[src/rtl/pic_pkg.sv]
package pic_pkg;
  localparam int PIC_LINES = 8;
  localparam int PIC_LVL_W = $clog2(PIC_LINES);
  localparam int PIC_BASE_W = 8 - PIC_LVL_W;
  localparam int PIC_IDX_W = PIC_LVL_W + 1;

  typedef enum logic [1:0] {
    ST_IDLE = 2'd0,
    ST_BASE = 2'd1,
    ST_LINK = 2'd2,
    ST_RUN  = 2'd3
  } init_st_e;

  // index of the lowest set bit, PIC_LINES when none is set
  function automatic logic [PIC_IDX_W-1:0] first_set(input logic [PIC_LINES-1:0] v);
    logic [PIC_IDX_W-1:0] r;
    r = PIC_IDX_W'(PIC_LINES);
    for (int i = PIC_LINES - 1; i >= 0; i--) begin
      if (v[i]) r = PIC_IDX_W'(i);
    end
    return r;
  endfunction

  function automatic logic [7:0] make_vector(input logic [PIC_BASE_W-1:0] base,
                                             input logic [PIC_LVL_W-1:0] lvl);
    return {base, lvl};
  endfunction
endpackage

[src/rtl/pic_resolver.sv]
module pic_resolver
  import pic_pkg::*;
(
  input  logic [PIC_LINES-1:0] pend,
  input  logic [PIC_LINES-1:0] insvc,
  output logic                 win_valid,
  output logic [PIC_LVL_W-1:0] win_lvl
);
  logic [PIC_IDX_W-1:0] p_idx;
  logic [PIC_IDX_W-1:0] s_idx;

  always_comb begin
    p_idx     = first_set(pend);
    s_idx     = first_set(insvc);
    win_valid = (p_idx != PIC_IDX_W'(PIC_LINES)) && (p_idx < s_idx);
    win_lvl   = p_idx[PIC_LVL_W-1:0];
  end

  // the winner is pending and nothing of higher priority is pending or in service
  always_comb begin
    if (win_valid) begin
      p_win_pending_r4: assert (pend[win_lvl]);
      p_win_top_r4: assert (((pend | insvc) & ((PIC_LINES'(1) << win_lvl) - PIC_LINES'(1))) == '0);
    end
  end
endmodule

[src/rtl/pic_unit.sv]
module pic_unit
  import pic_pkg::*;
#(
  parameter bit HAS_CASC = 1'b0,
  parameter int CASC_LINE = 2,
  parameter logic [7:0] LINK_WORD = 8'h04
) (
  input  logic                  clk,
  input  logic                  rst_n,
  input  logic                  cmd_wr,
  input  logic                  data_wr,
  input  logic [7:0]            wdata,
  input  logic [PIC_LINES-1:0]  lines,
  input  logic                  cascade_in,
  input  logic                  ack_take,
  output logic                  int_o,
  output logic [PIC_LVL_W-1:0]  win_lvl,
  output logic [PIC_BASE_W-1:0] base_o
);
  init_st_e              st;
  logic [PIC_BASE_W-1:0] base_q;
  logic [PIC_LINES-1:0]  mask_q, irr_q, isr_q, prev_q;
  logic [PIC_LINES-1:0]  req_eff, pend, edge_set, ack_bit, eoi_bit;
  logic [PIC_IDX_W-1:0]  isr_top;
  logic                  running, init_start, eoi_hit, win_valid;

  assign running    = (st == ST_RUN);
  assign init_start = cmd_wr && wdata[4];
  assign eoi_hit    = cmd_wr && !wdata[4] && wdata[5];
  assign edge_set   = lines & ~prev_q & {PIC_LINES{running}};

  always_comb begin
    for (int i = 0; i < PIC_LINES; i++) begin
      req_eff[i] = (HAS_CASC && i == CASC_LINE) ? cascade_in : irr_q[i];
    end
    pend    = req_eff & ~mask_q & {PIC_LINES{running}};
    isr_top = first_set(isr_q);
    eoi_bit = (isr_top < PIC_IDX_W'(PIC_LINES)) ? (PIC_LINES'(1) << isr_top[PIC_LVL_W-1:0]) : '0;
    ack_bit = ack_take ? (PIC_LINES'(1) << win_lvl) : '0;
  end

  pic_resolver u_res (
    .pend     (pend),
    .insvc    (isr_q),
    .win_valid(win_valid),
    .win_lvl  (win_lvl)
  );

  assign int_o  = win_valid;
  assign base_o = base_q;

  always_ff @(posedge clk or negedge rst_n) begin
    if (!rst_n) begin
      st     <= ST_IDLE;
      base_q <= '0;
      mask_q <= '1;
      irr_q  <= '0;
      isr_q  <= '0;
      prev_q <= '0;
    end else begin
      prev_q <= lines;
      if (init_start) begin
        st     <= ST_BASE;
        mask_q <= '0;
        irr_q  <= '0;
        isr_q  <= '0;
      end else begin
        irr_q <= (irr_q & ~ack_bit) | edge_set;
        isr_q <= (isr_q & ~(eoi_hit ? eoi_bit : '0)) | ack_bit;
        if (data_wr) begin
          case (st)
            ST_BASE: begin
              base_q <= wdata[7:PIC_LVL_W];
              st     <= ST_LINK;
            end
            ST_LINK: if (!HAS_CASC || wdata == LINK_WORD) st <= ST_RUN;
            ST_RUN:  mask_q <= wdata;
            default: ;
          endcase
        end
      end
    end
  end

  p_quiet_before_init_r1: assert property (@(posedge clk) disable iff (!rst_n)
    int_o |-> running);

  p_ack_marks_isr_r7: assert property (@(posedge clk) disable iff (!rst_n)
    (ack_take && !init_start) |=> isr_q[$past(win_lvl)]);

  p_eoi_drops_one_r9: assert property (@(posedge clk) disable iff (!rst_n)
    (eoi_hit && !ack_take && isr_q != '0) |=> ($countones(isr_q) + 1 == $countones($past(isr_q))));
endmodule

[src/rtl/cascade_pic_top.sv]
module cascade_pic_top
  import pic_pkg::*;
#(
  parameter logic [7:0] PRI_CMD   = 8'h20,
  parameter logic [7:0] PRI_DATA  = 8'h21,
  parameter logic [7:0] SEC_CMD   = 8'hA0,
  parameter logic [7:0] SEC_DATA  = 8'hA1,
  parameter int         CASC_LINE = 2
) (
  input  logic        clk,
  input  logic        rst_n,
  input  logic        wr_en,
  input  logic [7:0]  wr_addr,
  input  logic [7:0]  wr_data,
  input  logic [15:0] irq_in,
  input  logic        inta,
  output logic        int_out,
  output logic [7:0]  vec_out,
  output logic        vec_valid
);
  localparam logic [7:0] LINK_PRI = 8'(1) << CASC_LINE;

  logic                  p_int, s_int, p_take, s_take;
  logic [PIC_LVL_W-1:0]  p_lvl, s_lvl, lvl_hold;
  logic [PIC_BASE_W-1:0] p_base, s_base;
  logic                  ack_phase, first_ack, second_ack, sel_sec;

  assign first_ack  = inta && !ack_phase;
  assign second_ack = inta && ack_phase;
  assign p_take     = first_ack && p_int;
  assign s_take     = p_take && (p_lvl == PIC_LVL_W'(CASC_LINE));

  pic_unit #(.HAS_CASC(1'b1), .CASC_LINE(CASC_LINE), .LINK_WORD(LINK_PRI)) u_pri (
    .clk       (clk),
    .rst_n     (rst_n),
    .cmd_wr    (wr_en && wr_addr == PRI_CMD),
    .data_wr   (wr_en && wr_addr == PRI_DATA),
    .wdata     (wr_data),
    .lines     (irq_in[7:0]),
    .cascade_in(s_int),
    .ack_take  (p_take),
    .int_o     (p_int),
    .win_lvl   (p_lvl),
    .base_o    (p_base)
  );

  pic_unit #(.HAS_CASC(1'b0), .CASC_LINE(CASC_LINE), .LINK_WORD(LINK_PRI)) u_sec (
    .clk       (clk),
    .rst_n     (rst_n),
    .cmd_wr    (wr_en && wr_addr == SEC_CMD),
    .data_wr   (wr_en && wr_addr == SEC_DATA),
    .wdata     (wr_data),
    .lines     (irq_in[15:8]),
    .cascade_in(1'b0),
    .ack_take  (s_take),
    .int_o     (s_int),
    .win_lvl   (s_lvl),
    .base_o    (s_base)
  );

  assign int_out = p_int;

  always_ff @(posedge clk or negedge rst_n) begin
    if (!rst_n) begin
      ack_phase <= 1'b0;
      sel_sec   <= 1'b0;
      lvl_hold  <= '0;
      vec_out   <= '0;
      vec_valid <= 1'b0;
    end else begin
      if (inta) ack_phase <= !ack_phase;
      if (first_ack) begin
        sel_sec  <= s_take;
        lvl_hold <= !p_int ? '1 : (s_take ? s_lvl : p_lvl);
      end
      vec_valid <= second_ack;
      if (second_ack) vec_out <= make_vector(sel_sec ? s_base : p_base, lvl_hold);
    end
  end

  p_first_ack_silent_r7: assert property (@(posedge clk) disable iff (!rst_n)
    first_ack |=> !vec_valid);

  p_second_ack_drives_r7: assert property (@(posedge clk) disable iff (!rst_n)
    second_ack |=> vec_valid);

  p_single_pulse_r7: assert property (@(posedge clk) disable iff (!rst_n)
    vec_valid |=> !vec_valid);

  p_cascade_via_sec_r6: assert property (@(posedge clk) disable iff (!rst_n)
    s_take |-> s_int);

  p_sec_vector_r8: assert property (@(posedge clk) disable iff (!rst_n)
    (second_ack && sel_sec) |=> (vec_out[7:PIC_LVL_W] == $past(s_base)));
endmodule

[config.mk]
export PLATFORM = sky130hd
export DESIGN_NAME = cascade_pic_top
export DESIGN_NICKNAME = d
export VERILOG_FILES = /design/src/rtl/pic_pkg.sv /design/src/rtl/pic_resolver.sv /design/src/rtl/pic_unit.sv /design/src/rtl/cascade_pic_top.sv
export SDC_FILE = /design/constraint.sdc
export NUM_CORES = 1
export LEC_CHECK = 0
export BUFFER_PORTS_ARGS = -buffer_cell sky130_fd_sc_hd__clkbuf_2
export CORE_MARGIN = 2
export CORE_UTILIZATION = 35
export CTS_BUF_LIST = sky130_fd_sc_hd__clkbuf_8 sky130_fd_sc_hd__clkbuf_16
export CTS_CLUSTER_SIZE = 12
export DETAILED_ROUTE_END_ITERATION = 7
export PLACE_DENSITY = 0.62
export SYNTH_ARGS = -nofsm -noshare
export SYNTH_HDL_FRONTEND = slang
export SYNTH_SLANG_ARGS = --single-unit
export TNS_END_PERCENT = 30
[constraint.sdc]
create_clock -name clk -period 4.4 [get_ports clk]
set_input_delay 0.88 -clock clk [delete_from_list [all_inputs] [get_ports clk]]
set_output_delay 0.88 -clock clk [all_outputs]
set_load 0.1 [all_outputs]
==> results of run 1 <==
power groups by stage:
stage                     combinational (mW)  clock [mW]  sequential (mW)
after global routing                   0.252       0.787            0.901
final                                  0.230       0.718            0.897
after detailed placement               0.231           0            0.910
after floorplan                        0.126           0            0.922
after global placement                 0.223           0            0.909
after CTS                              0.233       0.746            0.896
final timing paths:
check                                 from              end  slack [ns]  depth (start not counted)
setup / recovery           u_sec.mask_q[4]          int_out       -0.31                         16
min in group asynchronous            rst_n   u_pri.isr_q[6]        0.64                          1
hold / removal                  vec_out[4]       vec_out[4]        0.49                          2
max in group asynchronous            rst_n  u_sec.mask_q[6]        2.86                          2
setup reg to reg           u_sec.mask_q[4]   u_pri.isr_q[6]        0.28                         17
hold reg to reg                 vec_out[4]       vec_out[4]        0.49                          2
through the flow:
| stage | utilization (%) | power, mW | hold slack [ns] | instance area, µm² | instances |
|---|---|---|---|---|---|
| 2_1_floorplan | - | 1.05 | 0.465 | 4620 | 414 |
| 3_3_place_gp | 41.3 | 1.13 | 0.469 | 5210 | 644 |
| 3_5_place_dp | 41.3 | 1.14 | 0.481 | 5210 | 644 |
| 4_1_cts | 44.2 | 1.88 | 0.495 | 5570 | 666 |
| 5_1_grt | 44.2 | 1.94 | 0.527 | 5570 | 666 |
| 6_report | 44.2 | 1.85 | 0.488 | 5570 | 666 |
cell families (layout without fill, tap and decap cells):
| logic type | after synthesis | in the layout | share of synthesized area [%] |
|---|---|---|---|
| compound gates | 111 | 111 | 18.5 |
| buf+inv | 29 | 109 | 2.90 |
| mux | 19 | 19 | 4.55 |
| xor+xnor | 1 | 1 | 0.193 |
| flops | 90 | 90 | 50.1 |
| simple gates | 155 | 155 | 21.2 |
| fa+ha+maj | 9 | 9 | 2.48 |
final cells by class:
cell class	instances	area, µm²
fill	1228	7050
inverter	16	66.3
multi-input combinational	295	2260
sequential	90	2270
timing repair buffer	77	485
clock buffer	10	239
clock inverter	6	40.0
tap	172	215
state kept, by name, summed over array words and instances, names as in the netlist:
| name | cells |
|---|---|
| u_pri.isr_q | 8 |
| u_pri.mask_q | 8 |
| u_sec.irr_q | 8 |
| u_sec.isr_q | 8 |
| u_sec.mask_q | 8 |
| u_sec.prev_q | 8 |
| vec_out | 8 |
| u_pri.irr_q | 7 |
| u_pri.prev_q | 7 |
| u_pri.base_o | 5 |
| u_sec.base_o | 5 |
| lvl_hold | 3 |
| u_pri.st | 2 |
| u_sec.st | 2 |
| ack_phase | 1 |
| sel_sec | 1 |
| vec_valid | 1 |
layer usage:
metal | global-route usage, % | wire length (µm) | up-vias
met1 | 22.9 | 5200 | 1770
met5 | 0 | 0 | -
met2 | 25.7 | 5100 | 86
met3 | 3.73 | 455 | 18
li1 | - | - | 1710
met4 | 6.48 | 242 | 0
Yosys cell counts, types with 9 or more instances:
library cell	instances
mux2_2	13
inv_1	14
a21oi_1	17
ha_1	9
nor2b_1	12
clkbuf_1	9
o21ai_0	17
nand3b_1	14
dfstp_2	16
dfrtp_1	74
a22o_1	15
nand2_1	24
nand3_1	13
nand2b_1	16
nor2_1	26
timing repair:
| action | in CTS | in global routing |
|---|---|---|
| resized for setup | 6 | 1 |
| hold buffers | 0 | 0 |
| pin swaps | 8 | 0 |
| setup endpoints to repair | 2 | 2 |
| setup buffers | 6 | 0 |
| endpoints found under the hold margin | 0 | 0 |
tightest hold or removal path, delay by kind of cell, from the launching register on:
| family | cells | cell delay (ns) |
|---|---|---|
| compound gates | 1 | 0.06 |
| flops | 1 | 0.35 |
| simple gates | 1 | 0.05 |
==> results.md, run 1 <==
- Status: complete, but fails checks
- Violations in the final reports: negative setup slack
- HPWL after detailed placement: 8.08 mm
- Cell-by-cell trace of the critical path: nand2b_4 -> nor4bb_4 -> a41o_1 -> ha_4 -> a211o_1 -> or3_4 -> o21ai_4 -> inv_2 -> ha_4 -> a21oi_2 -> buf_4 -> buf_4 -> o21a_1 -> o21ai_4 -> clkinvlp_4 -> buf_12
- Net switching fraction of the power: a little over a quarter
- Critical Path AT: around 3.8 ns
- Top Ports: 46
- Num rows: 41
- Worst-case clock skew: between 0.004 and 0.005 ns
- CTS Sinks: 90
- Clock Power Share: between 30 and 40%
- RD Place Congestion: a little over 0.9
- Peak VDD IR: 0.000257 V
- Largest net degree at the start of global routing: 67
- Combinational group share of total power: between 10 and 15%
- Share of the yosys chip area belonging to registers: between 50% and 60%
- Via density per instance: roughly 5.4
- Setup Total Neg Slack: -0.309 ns
- Leading cell type in the layout, fill and taps excluded: dfrtp_1
- Count of maximum capacitance violations: 0
- Critical path required time: roughly 3.5 ns
- Number of synthesized flops with an enable pin: 0
- Vias in the first global route: ~3600
- Clock period minus final worst setup slack: ~4.7 ns
- Crit start category: flop
- Number of antenna diodes: 0
- Post-synthesis average cell area: about 11 µm²
- Commonest non-fill, non-tap cells in the layout: 74 x dfrtp_1, 42 x clkbuf_2, 34 x buf_4, 25 x nor2_1, 24 x nand2_1
- Internal cell power: 1.36 mW
- Inserted Clock Buffers: 9
- Setup Viol. Count Final: 1
- Number of antenna violations at the first check in global routing: 0
- Slowest-stage cell, CP: dfstp_2
- Area of the core: about 13000 µm²
- Final worst path period share: 107%
- TritonCTS clock tree: done
- Drt total wl: 11.0 mm
- 1st-iter DRT viols: approximately 220
- HP Class: flop to flop
- Nature of the critical path endpoint: primary output
- Buffers added on ports: 44
- Total congestion overflow: 0
- Hold violation total from the final report: 0
- Net switching power figure: ~0.5 mW
- Largest fanout of any net on the critical path: 3
- Deepest clock path buffer count: 2
- Synthesized cell area: between 4000 and 5000 µm²
- Chip Height: approximately 120 µm
- Wire length of the first global-routing pass: around 18 mm
- Nets@finish: between 500 and 600
- Sequential power share: around 49%
- Area fraction of the dominant cell type after synthesis: about two fifths
- Unrepaired setup endpoints after global routing: yes
- Synth async-reset ratio: between 90% and 100%
- Initial cell density of the core: 35.9%
- Worst-skew pair later-pin latency: ~0.34 ns
- Syn-to-layout area delta: 22.9%
- Antenna viol nets, final: 0
- First-pass DRT Iterations: 4
- DR WL/cell: roughly 17 µm
- Delay contributed by the slowest stage of the critical path: roughly 0.53 ns
- Count of mapped cells out of synthesis: between 400 and 500
- Slew HR: between 40% and 50%
- Static power due to leakage: roughly 2.4 nW
- Width of the die: ~120 µm
- Leading cell types by total area after synthesis: dfrtp_1 41%, dfstp_2 9.3%, mux2_2 3.2%, a22o_1 2.9%, ha_1 2.5%
- Setup Crit Path Kind: flop to primary output
- Fraction of layout instances using a drive strength above 1: between 30% and 40%
- Clock root cell: clkbuf_16
- Die Outline Area: 13900 µm²
- Power per Cell Area: between 300 and 400 nW/µm²
- H-tree lvl count: 3
- Family of cells with the greatest summed delay on the critical path: compound AO/OA/AOI/OAI gates
- Count of synthesis-stage warnings from yosys: 0
- Worst Tran Pin Value: roughly 0.88 ns
- Detailed-route DRC error count: 0
- Top_reg_cell synth: dfrtp_1
- Via total after detailed routing: roughly 3600
- Cell type contributing the most total cell area after synthesis: dfrtp_1
- Net count of the mapped netlist: between 400 and 500
- Buffering stage count on the worst path with inverters included: 5
- Count of state elements after synthesis: 90
- Fmax: between 0.2 and 0.25 GHz
- Clock transition at the register clock pins on the worst setup and hold paths after CTS: approximately 0.060 ns
- Number of different library cells in the post-synthesis netlist: 72
- Total global routing track utilization: about 17%
- Placement Setup Slack: -0.175 ns
- Worst path setup slack after routing: -0.309 ns
- Max-slew violation count: 0
Power figures use the tool's default switching activity.
==> inputs of run 2 (changes only) <==
- SETUP_SLACK_MARGIN: not set -> 0.4
- SLEW_MARGIN: not set -> 20
==> run 2 against run 1 <==
  * The run still ends with negative setup slack left
  * Via count up 2.1%
  * Combinational power is 5% higher
  * Worst setup slack worse by 0.017 ns
  * First-iteration DRC count decreased by 7.4%
  * Critical path type unchanged
  * Largest cell class is now multi-input combinational cells
  * Largest power group unchanged
==> results.md, run 2 (synthesis results as in run 1) <==
- First-pass DRT Iterations: 4 (unchanged)
- Setup Viol. Count Final: 1 (unchanged)
- Leading cell type in the layout, fill and taps excluded: dfrtp_1
- Num rows: 41 (unchanged)
- Buffers added on ports: 44 (unchanged)
- Fmax: 0.212 GHz (-0.36%)
- Worst Tran Pin Value: 0.890 ns (+0.00535 ns)
- 1st-iter DRT viols: 199 (-7.4%)
- Unrepaired setup endpoints after global routing: yes
- Critical Path AT: 3.85 ns (+0.02 ns)
- Antenna viol nets, final: 0 (unchanged)
- Static power due to leakage: 2.49 nW (+4.7%)
- Family of cells with the greatest summed delay on the critical path: compound AO/OA/AOI/OAI gates
- Setup slack on the worst flop-to-flop path: 0.22 ns (-0.06 ns)
- Total congestion overflow: 0 (unchanged)
- Violations in the final reports: negative setup slack
- Nets@finish: 543 (+1.7%)
- Fraction of layout instances using a drive strength above 1: 38.2% (+6.4 points)
- Clock root cell: clkbuf_16
- Largest fanout of any net on the critical path: 3 (unchanged)
- Worst-case clock skew: 0.00651 ns (+0.00164 ns)
- Area of the core: 12600 µm² (unchanged)
- Commonest non-fill, non-tap cells in the layout: 74 x dfrtp_1, 42 x clkbuf_2, 36 x buf_4, 25 x nor2_1, 23 x nand2_1
- Critical path required time: 3.52 ns (about the same)
- DR WL/cell: 16.8 µm (+1.5%)
- Slowest-stage cell, CP: dfstp_2
- Setup Crit Path Kind: flop to primary output
- Total global routing track utilization: 16.7% (unchanged)
- Crit start category: flop
- Inserted Clock Buffers: 9 (unchanged)
- RD Place Congestion: 0.916 (unchanged)
- Syn-to-layout area delta: 28.8%
- Chip Height: 118 µm (unchanged)
- Width of the die: 118 µm (unchanged)
- Cell-by-cell trace of the critical path: nand2b_4 -> nor4bb_4 -> a41o_1 -> ha_4 -> a211o_1 -> or3_4 -> o21ai_4 -> inv_2 -> ha_4 -> a21oi_2 -> buf_4 -> buf_4 -> o21a_1 -> o21ai_4 -> clkinvlp_4 -> buf_12
- Hold violation total from the final report: 0 (unchanged)
- Slew HR: 40.5% (about the same)
- Count of maximum capacitance violations: 0 (unchanged)
- Buffering stage count on the worst path with inverters included: 5 (unchanged)
- CTS Sinks: 90 (unchanged)
- Number of antenna diodes: 0 (unchanged)
- Nature of the critical path endpoint: primary output
- Final worst path period share: 107% (+0.39 points)
- Number of antenna violations at the first check in global routing: 0 (unchanged)
- Top Ports: 46 (unchanged)
- Critical hold path startpoint: vec_out[4]
- HPWL after detailed placement: 8.08 mm (unchanged)
- Power per Cell Area: 318 nW/µm² (-3.8%)
- TritonCTS clock tree: done
- Initial cell density of the core: 35.9% (unchanged)
- Detailed-route DRC error count: 0 (unchanged)
- Die Outline Area: 13900 µm² (unchanged)
- Count of hold-fix buffers inserted at cts: 0 (unchanged)
- Peak VDD IR: 0.000263 V (+2.6%)
- Status: complete, but fails checks
- Worst path setup slack after routing: -0.326 ns (-0.0172 ns)
- Worst-skew pair later-pin latency: 0.34 ns (about the same)
- Via density per instance: 5.42 (+0.76%)
- Deepest clock path buffer count: 2 (unchanged)
- Delay contributed by the slowest stage of the critical path: 0.53 ns (about the same)
- Via total after detailed routing: 3660 (+2.1%)
- Wire length of the first global-routing pass: 18.5 mm (about the same)
- R2r startpoint: u_sec.mask_q[4]
- Finished Core Util: 46.3% (+2.1 points)
- HP Class: flop to flop
- Max-slew violation count: 0 (unchanged)
- Clock transition at the register clock pins on the worst setup and hold paths after CTS: 0.06 ns (about the same)
- H-tree lvl count: 3 (unchanged)
- Drt total wl: 11.3 mm (+2.9%)
- Largest net degree at the start of global routing: 67 (unchanged)
- Setup crit start: u_sec.mask_q[4]
- Clock period minus final worst setup slack: 4.73 ns (+0.0172 ns)
- Setup Total Neg Slack: -0.326 ns (-0.0172 ns)
- Vias in the first global route: 3562 (-0.028%)
[run 2: worst paths after layout]
kind	to	depth (start not counted)
max in group asynchronous	u_sec.mask_q[6]	2
hold reg to reg	vec_out[4]	2
min in group asynchronous	u_pri.isr_q[6]	1
hold / removal	vec_out[4]	2
setup reg to reg	u_pri.isr_q[6]	18
setup / recovery	int_out	16
[run 2: final cells by class]
class,instances,area [µm²]
Clock inverter,6,40.0
Clock buffer,10,239
Fill cell,1184,6780
Multi-Input combinational cell,295,2430
Sequential cell,90,2270
Timing Repair Buffer,86,579
Tap cell,172,215
Inverter,16,66.3
[run 2: tightest hold or removal path, stage by stage, from the launching register on]
cell	delay, ns
dfrtp_1	0.35
nand2_1	0.05
o21ai_0	0.06
[run 2: metrics by stage]
step	std cells	hold WS [ns]	power (mW)	area, µm²	setup WS [ns]
after floorplan	414	0.465	1.05	4620	-0.108
after global placement	644	0.469	1.13	5210	-0.0488
after detailed placement	644	0.481	1.14	5210	-0.175
after CTS	666	0.495	1.88	5570	-0.347
after global routing	675	0.527	1.95	5840	-0.472
final	675	0.488	1.86	5840	-0.326
[run 2: repair_timing]
action,CTS,global route
setup buffers,6,9
resized for setup,7,40
pin swaps,8,38
setup endpoints to repair,34,34
[run 2: layer usage]
layer	up-vias	GRT usage (%)	wire length, µm
met1	1838	22.9	5320
met5	-	0	0
li1	1734	-	-
met2	68	25.7	5430
met3	20	3.73	347
met4	0	6.48	218
[run 2: where the power goes]
group	switching (mW)	total, mW	leakage, nW	internal (mW)
registers	0.0291	0.897	1.09	0.868
logic	0.142	0.241	1.26	0.0990
clock network	0.324	0.721	0.139	0.398
==> inputs of run 3 (changes only) <==
- CAP_MARGIN: not set -> 30
- PLACE_DENSITY: 0.62 -> 0.6
- clock period: 4.4 -> 4.75 ns (I/O delays scaled with it)
==> run 3 against run 2 <==
  * The run still ends with negative setup slack left
  * Register-to-register slack improved by 0.40 ns
  * Critical endpoint unchanged
  * Total power fell by 1.5%
  * Combinational power fell by 15%
  * Critical path type unchanged
  * First-iteration DRC count fell by 22%
  * Clock-buffer cell count rose by 1
  * Die area did not move
  * Clock skew barely moved
  * Global-route usage rose by 0.085 points
  * Sequential power fell by 7.6%
==> results.md, run 3 (synthesis results as in run 1) <==
- R2r startpoint: u_sec.mask_q[5]
- 1st-iter DRT viols: 155 (-22%)
- Wire length of the first global-routing pass: 18.6 mm (+0.78%)
- Max-slew violation count: 0 (unchanged)
- Clock root cell: clkbuf_16
- Total global routing track utilization: 16.8% (+0.085 points)
- Violations in the final reports: negative setup slack
- Fmax: 0.207 GHz
- Worst-case clock skew: 0.00646 ns (-0.0000488 ns)
- Peak VDD IR: 0.000234 V (-11%)
- Worst-skew pair later-pin latency: 0.34 ns (about the same)
- Worst path setup slack after routing: -0.0832 ns (+0.243 ns)
- Setup crit start: u_sec.mask_q[5]
- H-tree lvl count: 3 (unchanged)
- Inserted Clock Buffers: 9 (unchanged)
- Number of antenna violations at the first check in global routing: 0 (unchanged)
- Setup Crit Path Kind: flop to primary output
- HPWL after detailed placement: 8.10 mm (+0.19%)
- Initial cell density of the core: 35.9% (unchanged)
- Crit start category: flop
- DR WL/cell: 17.0 µm (+1.4%)
- Unrepaired setup endpoints after global routing: yes
- Detailed-route DRC error count: 0 (unchanged)
- Number of antenna diodes: 0 (unchanged)
- Number of filler cells placed in the layout: 1218 (+2.9%)
- Worst hold path depth: 2 (unchanged)
- Placement Setup Slack: 0.0479 ns (+0.223 ns)
- Worst Tran Pin Value: 0.885 ns (-0.00471 ns)
- Finished Core Util: 44.0% (-2.2 points)
- Number of cell instances on the worst register-to-register path: 16 (-2)
- Clock transition at the register clock pins on the worst setup and hold paths after CTS: 0.06 ns (about the same)
- Die Outline Area: 13900 µm² (unchanged)
- Drt total wl: 11.2 mm (-1.4%)
- Largest net degree at the start of global routing: 59 (-12%)
- Largest fanout of any net on the critical path: 3 (unchanged)
- Hold violation total from the final report: 0 (unchanged)
- HP Class: flop to flop
- CTS Sinks: 90 (unchanged)
- Antenna viol nets, final: 0 (unchanged)
- Total congestion overflow: 0 (unchanged)
- Width of the die: 118 µm (unchanged)
- Num rows: 41 (unchanged)
- Nets@finish: 524 (-3.5%)
- Via density per instance: 5.36 (-1.1%)
- Fraction of layout instances using a drive strength above 1: 30.4% (-7.8 points)
- Deepest clock path buffer count: 2 (unchanged)
- Power per Cell Area: 330 nW/µm² (+3.5%)
- Vias in the first global route: 3628 (+1.9%)
- TritonCTS clock tree: done
- Critical path required time: 3.80 ns (+0.28 ns)
- Critical hold path startpoint: vec_out[3]
- Nature of the critical path endpoint: primary output
- Static power due to leakage: 2.35 nW (-5.4%)
- Count of maximum capacitance violations: 0 (unchanged)
- Total power consumption of the routed design: 1.83 mW (-1.5%)
- Final worst path period share: 102%
- Clock period minus final worst setup slack: approximately 4.8 ns
- Status: complete, but fails checks
- Buffers added on ports: 44 (unchanged)
- Count of hold-fix buffers inserted at cts: 0 (unchanged)
- Commonest non-fill, non-tap cells in the layout: 74 x dfrtp_1, 42 x clkbuf_2, 25 x nor2_1, 24 x nand2_1, 24 x buf_4
- Critical Path AT: 3.88 ns (+0.03 ns)
- Setup Viol. Count Final: 1 (unchanged)
- First-pass DRT Iterations: 4 (unchanged)
- Slew HR: 40.8% (+0.31 points)
- Via total after detailed routing: 3517 (-3.9%)
- Chip Height: 118 µm (unchanged)
- Syn-to-layout area delta: 22.6%
- Area of the core: 12600 µm² (unchanged)
- Post-route worst hold slack: 0.484 ns (-0.00474 ns)
- Top Ports: 46 (unchanged)
- Leading cell type in the layout, fill and taps excluded: dfrtp_1
- RD Place Congestion: 0.889 (-2.9%)
[run 3: critical path: stages (launching register included)]
cell        delay [ns]
dfstp_2           0.54
nand2b_4          0.12
nor4bb_4          0.30
a41o_1            0.27
ha_4              0.22
a211o_1           0.29
or3_4             0.38
nor2_4            0.13
buf_4             0.13
o21ai_4           0.06
inv_2             0.11
ha_4              0.14
o211ai_1          0.09
o21a_1            0.22
o21ai_4           0.20
clkinvlp_4        0.15
buf_12            0.18
[run 3: layer usage]
layer / wire (µm) / track usage [%] / part of all wire, % / up-vias
met1: 5230 / 22.4 / 47 / 1759
met3: 411 / 3.92 / 3.7 / 11
met2: 5380 / 27.3 / 48 / 67
met4: 132 / 4.89 / 1.2 / 0
met5: 0 / 0 / 0 / -
li1: - / - / - / 1680
[run 3: final cells by class]
class	count	area, µm²	area share [%]
flip-flops and latches	90	2270	40.9
multi-input cells	295	2260	40.6
inverters	16	66.3	1.19
clock buffers	11	253	4.55
well taps	172	215	3.87
clock inverters	5	85.1	1.53
repair buffers	67	410	7.38
[run 3: repair_timing]
action,in CTS,in global routing
endpoints found under the hold margin,0,0
pin swaps,11,2
endpoints found under the setup margin,12,12
gates resized for setup,5,2
buffers inserted,11,1
[run 3: path summary, 6_finish.rpt]
path | end | slack (ns)
setup / recovery | int_out | -0.08
hold / removal | vec_out[3] | 0.48
setup reg to reg | u_pri.isr_q[6] | 0.62
hold reg to reg | vec_out[3] | 0.48
max in group asynchronous | u_sec.mask_q[2] | 3.12
min in group asynchronous | u_sec.isr_q[5] | 0.68
[run 3: power breakdown]
part / total (mW) / leakage (nW) / internal [mW] / switching (mW)
registers: 0.829 / 1.09 / 0.804 / 0.0255
clock network: 0.798 / 0.168 / 0.493 / 0.304
logic: 0.204 / 1.10 / 0.0796 / 0.125
[run 3: metrics by stage]
step	instance area, µm²	setup TNS, ns	cells
4_1_cts	5540	-0.0561	655
3_5_place_dp	5090	0	628
6_report	5560	-0.0832	656
5_1_grt	5560	-0.254	656
3_3_place_gp	5090	0	628
2_1_floorplan	4620	0	414
